File: src/rtl/bitPortPkg.sv
package bitPortPkg;
  typedef enum logic [2:0] {
    OP_ONE   = 3'd0,
    OP_ZERO  = 3'd1,
    OP_TEST  = 3'd2,
    OP_STORE = 3'd3,
    OP_LOAD  = 3'd4
  } portOpT;

  typedef struct packed {
    logic accept;   // latch command fields
    logic advance;  // move to next bit
    logic capture;  // sample ioDin
  } portCtrlT;
endpackage

File: src/rtl/bitPortCtrl.sv
module bitPortCtrl
  import bitPortPkg::*;
#(
  parameter int CNT_W = 4
) (
  input  logic       clk,
  input  logic       rstN,
  input  logic       cmdValid,
  input  logic [2:0] cmdOp,
  input  logic [CNT_W-1:0] cmdCount,
  output portCtrlT   ctrl,
  output logic       busy,
  output logic       done,
  output logic       ioClk
);
  localparam int LEFT_W = CNT_W + 1;
  localparam logic [LEFT_W-1:0] FULL = LEFT_W'(1 << CNT_W);

  typedef enum logic [2:0] {
    S_IDLE, S_SETUP, S_PULSE, S_HOLD, S_ADDR, S_SAMP
  } stateT;

  stateT             stateQ;
  logic [LEFT_W-1:0] bitsLeftQ;
  logic              doneQ;
  logic              opValid, isField, isRead, lastBit;

  always_comb begin
    opValid = (cmdOp <= 3'(OP_LOAD));
    isField = (cmdOp == 3'(OP_STORE)) || (cmdOp == 3'(OP_LOAD));
    isRead  = (cmdOp == 3'(OP_TEST))  || (cmdOp == 3'(OP_LOAD));
    lastBit = (bitsLeftQ == LEFT_W'(1));
  end

  always_comb begin
    ctrl         = '0;
    ctrl.accept  = (stateQ == S_IDLE) && cmdValid && opValid;
    ctrl.advance = ((stateQ == S_HOLD) || (stateQ == S_SAMP)) && !lastBit;
    ctrl.capture = (stateQ == S_SAMP);
  end

  always_ff @(posedge clk) begin
    if (!rstN) begin
      stateQ    <= S_IDLE;
      bitsLeftQ <= '0;
      doneQ     <= 1'b0;
    end else begin
      doneQ <= 1'b0;
      unique case (stateQ)
        S_IDLE: if (ctrl.accept) begin
          if (isField)
            bitsLeftQ <= (cmdCount == '0) ? FULL : LEFT_W'(cmdCount);
          else
            bitsLeftQ <= LEFT_W'(1);
          stateQ <= isRead ? S_ADDR : S_SETUP;
        end
        S_SETUP: stateQ <= S_PULSE;
        S_PULSE: stateQ <= S_HOLD;
        S_HOLD, S_SAMP: begin
          if (lastBit) begin
            stateQ <= S_IDLE;
            doneQ  <= 1'b1;
          end else begin
            bitsLeftQ <= bitsLeftQ - LEFT_W'(1);
            stateQ    <= (stateQ == S_HOLD) ? S_SETUP : S_ADDR;
          end
        end
        S_ADDR: stateQ <= S_SAMP;
        default: stateQ <= S_IDLE;
      endcase
    end
  end

  assign busy  = (stateQ != S_IDLE);
  assign done  = doneQ;
  assign ioClk = (stateQ == S_PULSE);
endmodule

File: src/rtl/bitPortDatapath.sv
module bitPortDatapath
  import bitPortPkg::*;
#(
  parameter int ADDR_W = 12,
  parameter int DATA_W = 16
) (
  input  logic              clk,
  input  logic              rstN,
  input  portCtrlT          ctrl,
  input  logic [2:0]        cmdOp,
  input  logic [ADDR_W-1:0] cmdBase,
  input  logic [DATA_W-1:0] cmdData,
  input  logic              ioDin,
  output logic [ADDR_W-1:0] ioAddr,
  output logic              ioDout,
  output logic [DATA_W-1:0] rdData,
  output logic              testFlag
);
  localparam int IDX_W = $clog2(DATA_W);

  logic [ADDR_W-1:0] addrQ;
  logic [DATA_W-1:0] outQ, rdQ;
  logic [IDX_W-1:0]  idxQ;
  logic              isTestQ, flagQ;

  always_ff @(posedge clk) begin
    if (!rstN) begin
      addrQ   <= '0;
      outQ    <= '0;
      rdQ     <= '0;
      idxQ    <= '0;
      isTestQ <= 1'b0;
      flagQ   <= 1'b0;
    end else if (ctrl.accept) begin
      addrQ   <= cmdBase;
      idxQ    <= '0;
      isTestQ <= (cmdOp == 3'(OP_TEST));
      unique case (cmdOp)
        3'(OP_ONE):  outQ <= DATA_W'(1);
        3'(OP_ZERO): outQ <= '0;
        default:     outQ <= cmdData;
      endcase
      if (cmdOp == 3'(OP_LOAD)) rdQ <= '0;
    end else begin
      if (ctrl.capture) begin
        if (isTestQ) flagQ <= ioDin;
        else         rdQ[idxQ] <= ioDin;
      end
      if (ctrl.advance) begin
        addrQ <= addrQ + ADDR_W'(1);
        outQ  <= outQ >> 1;
        idxQ  <= idxQ + IDX_W'(1);
      end
    end
  end

  assign ioAddr   = addrQ;
  assign ioDout   = outQ[0];
  assign rdData   = rdQ;
  assign testFlag = flagQ;
endmodule

File: src/rtl/bitPortCtl.sv
module bitPortCtl
  import bitPortPkg::*;
#(
  parameter int ADDR_W = 12,
  parameter int CNT_W  = 4,
  localparam int DATA_W = 1 << CNT_W
) (
  input  logic              clk,
  input  logic              rstN,
  input  logic              cmdValid,
  input  logic [2:0]        cmdOp,
  input  logic [ADDR_W-1:0] cmdBase,
  input  logic [CNT_W-1:0]  cmdCount,
  input  logic [DATA_W-1:0] cmdData,
  output logic              busy,
  output logic              done,
  output logic [DATA_W-1:0] rdData,
  output logic              testFlag,
  output logic [ADDR_W-1:0] ioAddr,
  output logic              ioDout,
  output logic              ioClk,
  input  logic              ioDin
);
  portCtrlT ctrl;

  bitPortCtrl #(.CNT_W(CNT_W)) ctrl_i (
    .clk(clk), .rstN(rstN), .cmdValid(cmdValid), .cmdOp(cmdOp),
    .cmdCount(cmdCount), .ctrl(ctrl), .busy(busy), .done(done), .ioClk(ioClk)
  );

  bitPortDatapath #(.ADDR_W(ADDR_W), .DATA_W(DATA_W)) dp_i (
    .clk(clk), .rstN(rstN), .ctrl(ctrl), .cmdOp(cmdOp), .cmdBase(cmdBase),
    .cmdData(cmdData), .ioDin(ioDin), .ioAddr(ioAddr), .ioDout(ioDout),
    .rdData(rdData), .testFlag(testFlag)
  );
endmodule

File: config.mk
export PLATFORM = sky130hd
export DESIGN_NAME = bitPortCtl
export DESIGN_NICKNAME = d
export VERILOG_FILES = /design/src/rtl/bitPortPkg.sv /design/src/rtl/bitPortCtrl.sv /design/src/rtl/bitPortDatapath.sv /design/src/rtl/bitPortCtl.sv
export SDC_FILE = /design/constraint.sdc
export NUM_CORES = 1
export LEC_CHECK = 0
export ABC_AREA = 1
export ABC_CLOCK_PERIOD_IN_PS = 4280
export CORE_MARGIN = 1.5
export CORE_UTILIZATION = 50
export DETAILED_ROUTE_END_ITERATION = 10
export MAX_ROUTING_LAYER = met4
export PLACE_DENSITY = 0.76
export SYNTH_ARGS = -nofsm -noshare
export SYNTH_HDL_FRONTEND = slang
export SYNTH_SLANG_ARGS = --single-unit
File: constraint.sdc
create_clock -name clk -period 4.28 [get_ports clk]
set_input_delay 0.428 -clock clk [delete_from_list [all_inputs] [get_ports clk]]
set_output_delay 0.428 -clock clk [all_outputs]
set_load 0.05 [all_outputs]
==> results_dict.tcl <==
set metrics [dict create \
    grt_pass1_wl_um 14100 \
    clockBufferDepth 2 \
    num_rows 29 \
    crit_path_end_kind "primary output" \
    required_ns 3.85 \
    detail_route.drc_violations 5 \
    htree_levels 3 \
    antenna_found_initial 0 \
    finalWorstSetupSlack_ns 1.90 \
    crit_fanout 8 \
    root_buffer "clkbuf_8" \
    antenna_left 0 \
    p_leak_nw 1.85 \
    synth_nets 558 \
    die_h_um 85.2 \
    numCtsBuffers 9 \
    comb_power_share_pct 40.2 \
    fmax_mhz 420 \
    fin_nets 618 \
    rsz0062_at_grt "false" \
    regToRegStartpoint "ctrl_i.stateQ[0]$_SDFFE_PN0P_" \
    gp_congestion 0.886 \
    setup_tns_ns 0 \
    slew_viol_final 0 \
    dp_slack_ns 1.60 \
    ys_seq_elements 59 \
    dieArea_sq_um 7260 \
    grt_max_degree 33 \
    initialDrtViolationCount 185 \
    grt_pass1_vias 3160 \
    synth_edf_count 0 \
    start_util_pct 52.6 \
    clk_pin_slew_ns 0.06 \
    ios 72 \
    hpwl_um 5780 \
    grt_use_total_pct 25.1 \
    hold_viol 0 \
    ys.flop_type "dfxtp_1" \
    status "finished with violations" \
    r2r_slack_ns 2.08 \
    reg2regPathDepth 6 \
    intPower_mw 1.18 \
    reg2reg_to "dp_i.rdData[9]$_SDFFE_PN0P_" \
    power.density_nw_per_um2 472 \
    final_common_cell "nand2_1" \
    syn_area_per_cell_sq_um 6.60 \
    worstHoldStart "dp_i.rdData[7]$_SDFFE_PN0P_" \
    syn_area_sq_um 3380 \
    power.switching_mw 0.830 \
    final_cell_mix "112 x nand2_1, 75 x nand3_1, 71 x clkdlybuf4s50_1" \
    critical_path_class "flip-flop to primary output" \
    min_path_cells 2 \
    tightest_slew_ns 1.15 \
    drt_pre_antenna_iters 8 \
    seq_area_frac_synth_pct 35.0 \
    clockPowerShare_pct 25.1 \
    cts_hold_buf 0 \
    clock_latency_ns 0.34 \
    synth_warnings 0 \
    ys_types 33 \
    cts_setup_buffers 0 \
    ir_drop_uv 314 \
    cts.sinks 59 \
    drt-vias-per-instance 5.34 \
    cp-start-kind "flip-flop" \
    period_needed_ns 2.38 \
    maxSlewHeadroom_pct 23.0 \
    maxCapViolCount 0 \
    grt.overflow.total 0 \
    final-setup-viol-count 0 \
    die_x_um 85.2 \
    via_count 3489 \
    min_to "dp_i.rdData[7]$_SDFFE_PN0P_" \
    wl_per_cell_um 12.8 \
    drive_above_1_share_pct 4.69 \
    seqPwrFrac_pct 34.6 \
    cts_tree "done" \
    syn2layout_area_growth_pct 26.2 \
    routed_wl_um 8350 \
    critPathArrivalTime_ns 1.95 \
    core-area_sq_um 6420 \
    violations "design-rule violations" \
    synth_cells 512 \
    fin_crit_sh_pct 55.6 \
    antenna_cells 0 \
    io_buffers 71 \
    fin_skew_ns 0.00720 \
    p_sw_share_pct 41.3 \
    async_reset_ff_share_pct 0 \
    ctsResizeCount 0 \
    min-delay-path-class "flip-flop to flip-flop" \
]
## layout make-up
class	count	area (sq um)
clock buffers	13	159
clock inverters	2	35.0
fillers	582	2160
inverters	69	262
multi-input cells	360	1800
flip-flops and latches	59	1180
well taps	77	96.3
repair buffers	73	726
## power groups by stage
stage	Combinational [mW]	Clock, mW	Sequential [mW]
floorplan	0.529	0	0.779
global placement	0.788	0	0.703
detailed placement	0.806	0	0.704
CTS	0.810	0.515	0.694
global route	0.892	0.542	0.706
finish	0.810	0.506	0.696
## worst max-delay path, cell delays in order (launching register included)
cell	delay (ns)
dfxtp_1	0.33
inv_2	0.15
nand2_1	0.07
nor2_1	0.22
clkdlybuf4s50_1	0.86
## per-stage QoR
stage	hold slack, ns	instance area [sq um]	std cells	utilization, %	power [mW]
floorplan	0.440	3380	512	-	1.31
global placement	0.449	4070	638	63.4	1.49
detailed placement	0.453	4070	638	63.4	1.51
CTS	0.462	4260	653	66.4	2.02
global route	0.479	4260	653	66.4	2.14
finish	0.457	4260	653	66.4	2.01
## Yosys cell counts (all sizes together) (4+ instances only)
library cell / count / area [sq um]
buf: 16 / 101
xor2: 4 / 35.0
dfxtp: 59 / 1180
nor3: 7 / 35.0
nand4: 19 / 119
ha: 7 / 87.6
inv: 68 / 258
a21oi: 31 / 155
o21ai: 32 / 164
nor2: 52 / 241
clkbuf: 8 / 30.0
nand2: 114 / 438
o21bai: 5 / 37.5
nand3: 76 / 393
## worst max-delay path by stage
stage	cells past startpoint	slack, ns	start	endpoint
floorplan	7	2.65	dp_i.ioAddr[0]$_SDFFE_PN0P_	dp_i.ioAddr[4]$_SDFFE_PN0P_
global placement	7	1.68	cmdOp[1]	dp_i.rdData[2]$_SDFFE_PN0P_
detailed placement	6	1.60	rstN	dp_i.idxQ[2]$_SDFFE_PP0P_
CTS	4	1.89	ctrl_i.stateQ[2]$_SDFFE_PN0P_	ioClk
global route	7	1.76	cmdOp[0]	dp_i.rdData[9]$_SDFFE_PN0P_
finish	4	1.90	ctrl_i.stateQ[2]$_SDFFE_PN0P_	ioClk
## state kept, by name, indices dropped and copies added, names as in the netlist
| name | count |
|---|---|
| dp_i.isTestQ | 1 |
| dp_i.ioAddr | 12 |
| ctrl_i.done | 1 |
| ctrl_i.bitsLeftQ | 5 |
| dp_i.idxQ | 4 |
| dp_i.outQ | 16 |
| dp_i.testFlag | 1 |
| ctrl_i.stateQ | 3 |
| dp_i.rdData | 16 |
## metal layers
metal / global-route usage, % / vias up / wire (um)
met4: 7.15 / 0 / 72
met1: 29.7 / 1575 / 3720
met5: - / - / 0
met2: 41.8 / 109 / 4100
met3: 6.81 / 7 / 467
li1: - / 1798 / -
## logic make-up (layout without fill, tap and decap cells)
| family | after synthesis | after routing | share of synthesized area (%) |
|---|---|---|---|
| AOI/OAI and AO/OA | 78 | 78 | 12.8 |
| DFF | 59 | 59 | 35.0 |
| buffers and inverters | 93 | 157 | 11.6 |
| xor gates and xnor gates | 5 | 5 | 1.30 |
| adders and majority gates | 7 | 7 | 2.59 |
| and+or+nand+nor | 270 | 270 | 36.7 |
Power figures use the tool's default switching activity.
